$ cat config.mk
export PLATFORM = sky130hd
export DESIGN_NAME = early_branch_unit
export DESIGN_NICKNAME = d
export VERILOG_FILES = /design/src/rtl/ebu_pkg.sv /design/src/rtl/ebu_cond.sv /design/src/rtl/ebu_target.sv /design/src/rtl/ebu_slot.sv /design/src/rtl/early_branch_unit.sv
export SDC_FILE = /design/constraint.sdc
export NUM_CORES = 1
export LEC_CHECK = 0
export ABC_AREA = 1
export BUFFER_PORTS_ARGS = -buffer_cell sky130_fd_sc_hd__buf_2
export CAP_MARGIN = 20
export CORE_MARGIN = 3
export CORE_UTILIZATION = 56
export CTS_BUF_LIST = sky130_fd_sc_hd__clkbuf_2
export CTS_CLUSTER_SIZE = 10
export DETAILED_ROUTE_END_ITERATION = 8
export GPL_TIMING_DRIVEN = 0
export PLACE_DENSITY = 0.88
export SLEW_MARGIN = 20
export SYNTH_ARGS = -nofsm -noshare
export SYNTH_HDL_FRONTEND = slang
export SYNTH_HIERARCHICAL = 1
export SYNTH_SLANG_ARGS = --single-unit
$ cat constraint.sdc
create_clock -name clk -period 4.4 [get_ports clk]
set_input_delay 0.44 -clock clk [delete_from_list [all_inputs] [get_ports clk]]
set_output_delay 0.44 -clock clk [all_outputs]
set_load 0.05 [all_outputs]
$ cat src/rtl/ebu_pkg.sv
// Package: shared opcode encoding for the decode-stage branch resolver.
// Assumes the decoder presents these 2-bit codes on dec_op.
package ebu_pkg;
    typedef enum logic [1:0] {
        OP_NONE = 2'd0,
        OP_BEQZ = 2'd1,
        OP_BNEZ = 2'd2,
        OP_RSVD = 2'd3
    } br_op_e;
endpackage

$ cat src/rtl/ebu_cond.sv
// Module: zero-test condition evaluation.
// Decides whether the decoded opcode is a branch and whether it is taken.
// Assumes rs_value is already forwarded to decode.
module ebu_cond #(
    parameter int XLEN = 32
) (
    input  logic [1:0]      op,
    input  logic [XLEN-1:0] value,
    output logic            is_branch,
    output logic            cond_true
);
    import ebu_pkg::*;

    logic is_zero;

    // Reduce the tested register to a zero flag and pick the polarity.
    always_comb begin
        is_zero = (value == '0);
        unique case (br_op_e'(op))
            OP_BEQZ: begin is_branch = 1'b1; cond_true = is_zero;  end
            OP_BNEZ: begin is_branch = 1'b1; cond_true = !is_zero; end
            default: begin is_branch = 1'b0; cond_true = 1'b0;     end
        endcase
    end
endmodule

$ cat src/rtl/ebu_target.sv
// Module: dedicated PC adder for decode-stage resolution.
// Forms the taken target (pc + 4 + offset<<SHIFT) and the fall-through
// pc + 8, both wrapping modulo 2^AW. Assumes 4-byte instructions.
module ebu_target #(
    parameter int AW    = 32,
    parameter int SHIFT = 2
) (
    input  logic [AW-1:0] pc,
    input  logic [AW-1:0] offset,
    output logic [AW-1:0] taken_pc,
    output logic [AW-1:0] fall_pc
);
    localparam int            INSTR_BYTES = 1 << SHIFT;
    localparam logic [AW-1:0] STEP1 = AW'(INSTR_BYTES);
    localparam logic [AW-1:0] STEP2 = AW'(2 * INSTR_BYTES);

    logic [AW-1:0] off_scaled;

    generate
        if (SHIFT > 0) begin : g_shift
            assign off_scaled = {offset[AW-1-SHIFT:0], {SHIFT{1'b0}}};
        end else begin : g_noshift
            assign off_scaled = offset;
        end
    endgenerate

    // Add the scaled offset to the PC of the delay slot, and skip the slot for fall-through.
    always_comb begin
        taken_pc = pc + STEP1 + off_scaled;
        fall_pc  = pc + STEP2;
    end
endmodule

$ cat src/rtl/ebu_slot.sv
// Module: delay-slot tracker and decode-to-execute valid bit.
// Remembers that the next valid decode instruction is a delay slot and
// whether it must be nullified. Assumes no stall freezes decode other
// than dec_valid being low.
module ebu_slot (
    input  logic clk,
    input  logic rst_n,
    input  logic dec_valid,
    input  logic branch_ok,
    input  logic mispredict,
    output logic slot_annul,
    output logic dx_valid
);
    logic slot_pend_q;
    logic annul_pend_q;

    // The instruction now in decode is a nullified slot.
    always_comb slot_annul = dec_valid && slot_pend_q && annul_pend_q;

    // Track the pending slot and its annul decision across bubbles.
    always_ff @(posedge clk) begin
        if (!rst_n) begin
            slot_pend_q  <= 1'b0;
            annul_pend_q <= 1'b0;
        end else if (dec_valid) begin
            slot_pend_q  <= branch_ok;
            annul_pend_q <= mispredict;
        end
    end

    // Load the decode-to-execute valid bit, cleared for a nullified slot.
    always_ff @(posedge clk) begin
        if (!rst_n) dx_valid <= 1'b0;
        else        dx_valid <= dec_valid && !slot_annul;
    end


    annul_kills_chk: assert property (@(posedge clk) disable iff (!rst_n)
        slot_annul |=> !dx_valid);


    dx_follow_chk: assert property (@(posedge clk) disable iff (!rst_n)
        (dec_valid && !slot_annul) |=> dx_valid);


    noncancel_keeps_chk: assert property (@(posedge clk) disable iff (!rst_n)
        (dec_valid && branch_ok && !mispredict) |=> !slot_annul);
endmodule

$ cat src/rtl/early_branch_unit.sv
// Module: decode-stage branch resolver with a canceling delay slot.
// Resolves zero-test branches in decode, selects the next PC and nullifies
// the single delay-slot instruction on a canceling-branch mispredict.
// Assumes operands are forwarded to decode and no branch sits in a live slot.
module early_branch_unit #(
    parameter int XLEN  = 32,
    parameter int AW    = 32,
    parameter int SHIFT = 2
) (
    input  logic            clk,
    input  logic            rst_n,
    input  logic            dec_valid,
    input  logic [1:0]      dec_op,
    input  logic            dec_cancel,
    input  logic            dec_pred_taken,
    input  logic [XLEN-1:0] rs_value,
    input  logic [AW-1:0]   dec_pc,
    input  logic [AW-1:0]   dec_offset,
    output logic            redirect,
    output logic            br_resolved,
    output logic [AW-1:0]   next_pc,
    output logic            slot_annul,
    output logic            dx_valid
);
    logic          is_branch;
    logic          cond_true;
    logic [AW-1:0] taken_pc;
    logic [AW-1:0] fall_pc;
    logic          branch_ok;
    logic          taken;
    logic          mispredict;

    ebu_cond #(.XLEN(XLEN)) u_cond (
        .op        (dec_op),
        .value     (rs_value),
        .is_branch (is_branch),
        .cond_true (cond_true)
    );

    ebu_target #(.AW(AW), .SHIFT(SHIFT)) u_target (
        .pc       (dec_pc),
        .offset   (dec_offset),
        .taken_pc (taken_pc),
        .fall_pc  (fall_pc)
    );

    ebu_slot u_slot (
        .clk        (clk),
        .rst_n      (rst_n),
        .dec_valid  (dec_valid),
        .branch_ok  (branch_ok),
        .mispredict (mispredict),
        .slot_annul (slot_annul),
        .dx_valid   (dx_valid)
    );

    // Qualify the branch, pick the next PC and flag a canceling mispredict.
    always_comb begin
        branch_ok   = dec_valid && is_branch && !slot_annul;
        taken       = branch_ok && cond_true;
        mispredict  = branch_ok && dec_cancel && (cond_true != dec_pred_taken);
        redirect    = taken;
        br_resolved = branch_ok;
        next_pc     = taken ? taken_pc : fall_pc;
    end


    redirect_needs_valid_chk: assert property (@(posedge clk) disable iff (!rst_n)
        redirect |-> (br_resolved && dec_valid));


    annulled_inert_chk: assert property (@(posedge clk) disable iff (!rst_n)
        slot_annul |-> (!br_resolved && !redirect));


    beqz_zero_chk: assert property (@(posedge clk) disable iff (!rst_n)
        (br_resolved && dec_op == 2'd1 && rs_value == '0) |-> redirect);


    bnez_zero_chk: assert property (@(posedge clk) disable iff (!rst_n)
        (br_resolved && dec_op == 2'd2 && rs_value == '0) |-> !redirect);
endmodule

==> flow_summary.json <==
{
  "post-dp-hpwl_mm": 11.93,
  "synthMuxAreaShare": 0,
  "synth_top_area_share": 0.2933,
  "clockPowerShare": 0.053,
  "whs_path_depth": 3,
  "post-route-min-period_ns": 3.345,
  "clockBufferDepth": 2,
  "max-cap-violations": 0,
  "cp_max_fo": 4,
  "ios": 139,
  "cp-start-kind": "primary input",
  "vias": 5198,
  "syn_to_final_growth_pct": 19.99,
  "fin_hold_ws_ns": 0.4759,
  "swShare": 0.6371,
  "synthesis.nets": 933,
  "grt_pass1_vias": 4935,
  "firstDrtPassIters": 5,
  "seq_area_frac_synth": 0.01481,
  "crit_type": "primary input to primary output",
  "drt-initial-drc-count": 256,
  "p_total_uw": 763.0,
  "wl_per_cell_um": 13.38,
  "hold_violations": 0,
  "drtAntennaViolNets": 0,
  "required_ns": 3.96,
  "cellPowerDensity_nw_per_um2": 156.8,
  "diodes": 0,
  "routabilityCongestion": 0.9834,
  "worst_slew_pin_slew_ns": 0.3813,
  "fin_nets": 1072,
  "synth-simple-area-share": 0.5308,
  "placedCellCount": 999,
  "status": "complete, no violations",
  "internal_power_uw": 276.9,
  "p_sw_uw": 486.1,
  "die-height_um": 91.11,
  "postSynthCellCount": 769,
  "drt-total-wl_mm": 13.42,
  "drv_slew": 0,
  "core-area_um2": 6907,
  "cellLeakagePower_nw": 3.169,
  "grt_pass1_wl_mm": 21.81,
  "min_path_type": "primary input to flop",
  "synth.distinct_cells": 34,
  "cts_tree": "done",
  "timing.slew.headroom": 0.7449,
  "max_freq_mhz": 298.9,
  "fin_cells": 1003,
  "yosys.area.top_type": "nand2_1",
  "h-tree-depth": 1,
  "antenna_found_initial": 0,
  "port_buffers": 134,
  "worstPathArrival_ns": 2.91,
  "synth_area_leaders": "nand2_1 29%, ha_1 19%, inv_1 11%, nand3_1 8.9%, nor2_1 7.3%",
  "synth_compound_area_frac": 0.02807,
  "chipWidth_um": 91.11,
  "pwr-share-seq": 0.040,
  "setup_viol": 0,
  "ys_ff_latch": 3,
  "ys_warn_count": 6,
  "start_util": 0.5873,
  "clock_latency_ns": 0.21,
  "synth_top_family_by_area": "simple AND/OR/NAND/NOR gates",
  "final_layout_size_suffix_gt1_frac": 0.1929,
  "via_per_inst": 5.182,
  "post-cts-setup-buffers": 0,
  "p_comb_frac": 0.907,
  "fin_crit_sh": 0.7603,
  "synthAdderAreaFrac": 0.1900,
  "clk_pin_slew_ns": 0.05,
  "synth-xor-area-share": 0.09500,
  "postCtsHoldBufs": 0,
  "route.detailed.drc": 0,
  "rows": 30,
  "endpoint_kind": "primary output",
  "cts-root-buf": "clkbuf_2",
  "rr_worst_depth": 9,
  "numCtsBuffers": 3,
  "die-area_um2": 8301,
  "setup-tns-final_ns": 0,
  "syn-cell-area_um2": 4056,
  "cts_sinks": 3,
  "ir_drop_uv": 87.24,
  "fin_skew_ns": 0.002792,
  "syn_avg_cell_area_um2": 5.275,
  "post_cts_resized": 0,
  "grt_max_degree": 12,
  "rsz0062_at_grt": "false",
  "track_usage": 0.3146,
  "grt-ovfl-total": 0
}
[worst paths after layout]
check | slack [ns] | start | end
worst max-delay path | 1.05 | dec_pc[3] | next_pc[31]
worst max register to register | 3.00 | u_slot/slot_pend_q | u_slot/annul_pend_q
worst min register to register | 0.49 | u_slot/annul_pend_q | u_slot/dx_valid
worst min-delay path | 0.48 | rst_n | u_slot/slot_pend_q
[kinds of logic (layout without fill, tap and decap cells)]
kind of cell | Yosys count | after routing
xor+xnor | 44 | 44
simple gates | 505 | 505
flops | 3 | 3
fa+ha+maj | 61 | 61
buf+inv | 135 | 273
compound gates | 21 | 21
[placed cells by master (no fill, tap or decap), types with 2 or more instances in the layout]
master,Yosys,final
buf_4,9,9
nand2_1,317,317
xor2_1,32,32
and3_1,2,2
clkbuf_2,0,4
nor2_8,2,2
inv_1,117,117
nand2_2,4,4
nor2_1,79,79
nand3_1,72,72
nand4_1,8,8
inv_2,3,3
nor3_1,8,8
buf_2,2,136
ha_1,60,60
buf_6,4,4
dfxtp_1,3,3
nor2_2,4,4
xnor2_1,12,12
a21oi_1,16,16
[power by group through the flow]
stage	combinational, mW	sequential, mW	clock [mW]
final	0.692	0.0302	0.0406
after global routing	0.766	0.0303	0.0421
after CTS	0.683	0.0301	0.0403
after detailed placement	0.681	0.0306	0
after global placement	0.667	0.0304	0
after floorplan	0.475	0.0322	0
[metrics by stage]
step                setup slack, ns  utilization  cell area, µm²
finish                        1.055       0.7047            4867
global route                 0.8329       0.7047            4867
detailed placement            1.105       0.7018            4847
floorplan                     1.553            -            4056
CTS                           1.095       0.7047            4867
global placement              1.201       0.7018            4847
[metal layers]
layer,part of all wire,vias up,GRT usage
li1,-,2652,-
met1,0.41,2280,0.3879
met2,0.47,235,0.5647
met3,0.085,31,0.03065
met4,0.031,0,0.1093
met5,0,-,0
[worst max-delay path: stages]
cell     delay [ns]
buf_2          0.13
ha_1           0.29
ha_1           0.29
fa_1           0.47
nand3_1        0.13
nand3_1        0.17
nand3_1        0.12
nand3_1        0.15
nand2_1        0.15
nand3_1        0.08
nand2_1        0.08
nand3_1        0.08
nand2_1        0.07
buf_2          0.25
[cell usage after synthesis, drive strengths merged]
cell type and n:
a21oi 17, nor3b 2, ha 60, nand4 10, and3 2, dfxtp 3, fa 1, o21bai 1
buf 15, nor3 9, a21o 1, nand3 74, nor2 86, xor2 32, xnor2 12, o21ai 2
nand2 322, inv 120
[sequential cells by signal, indices dropped and copies added, names as in the netlist]
register	cells
u_slot/slot_pend_q	1
u_slot/dx_valid	1
u_slot/annul_pend_q	1
[cell type report]
class / count / area [µm²]
buffer: 15 / 122.6
clock buffer: 4 / 20.02
fill: 718 / 2039
inverter: 120 / 450.4
multi-input combinational: 631 / 3423
sequential: 3 / 60.06
tap: 96 / 120.1
timing repair buffer: 134 / 670.6
Power figures use the tool's default switching activity.
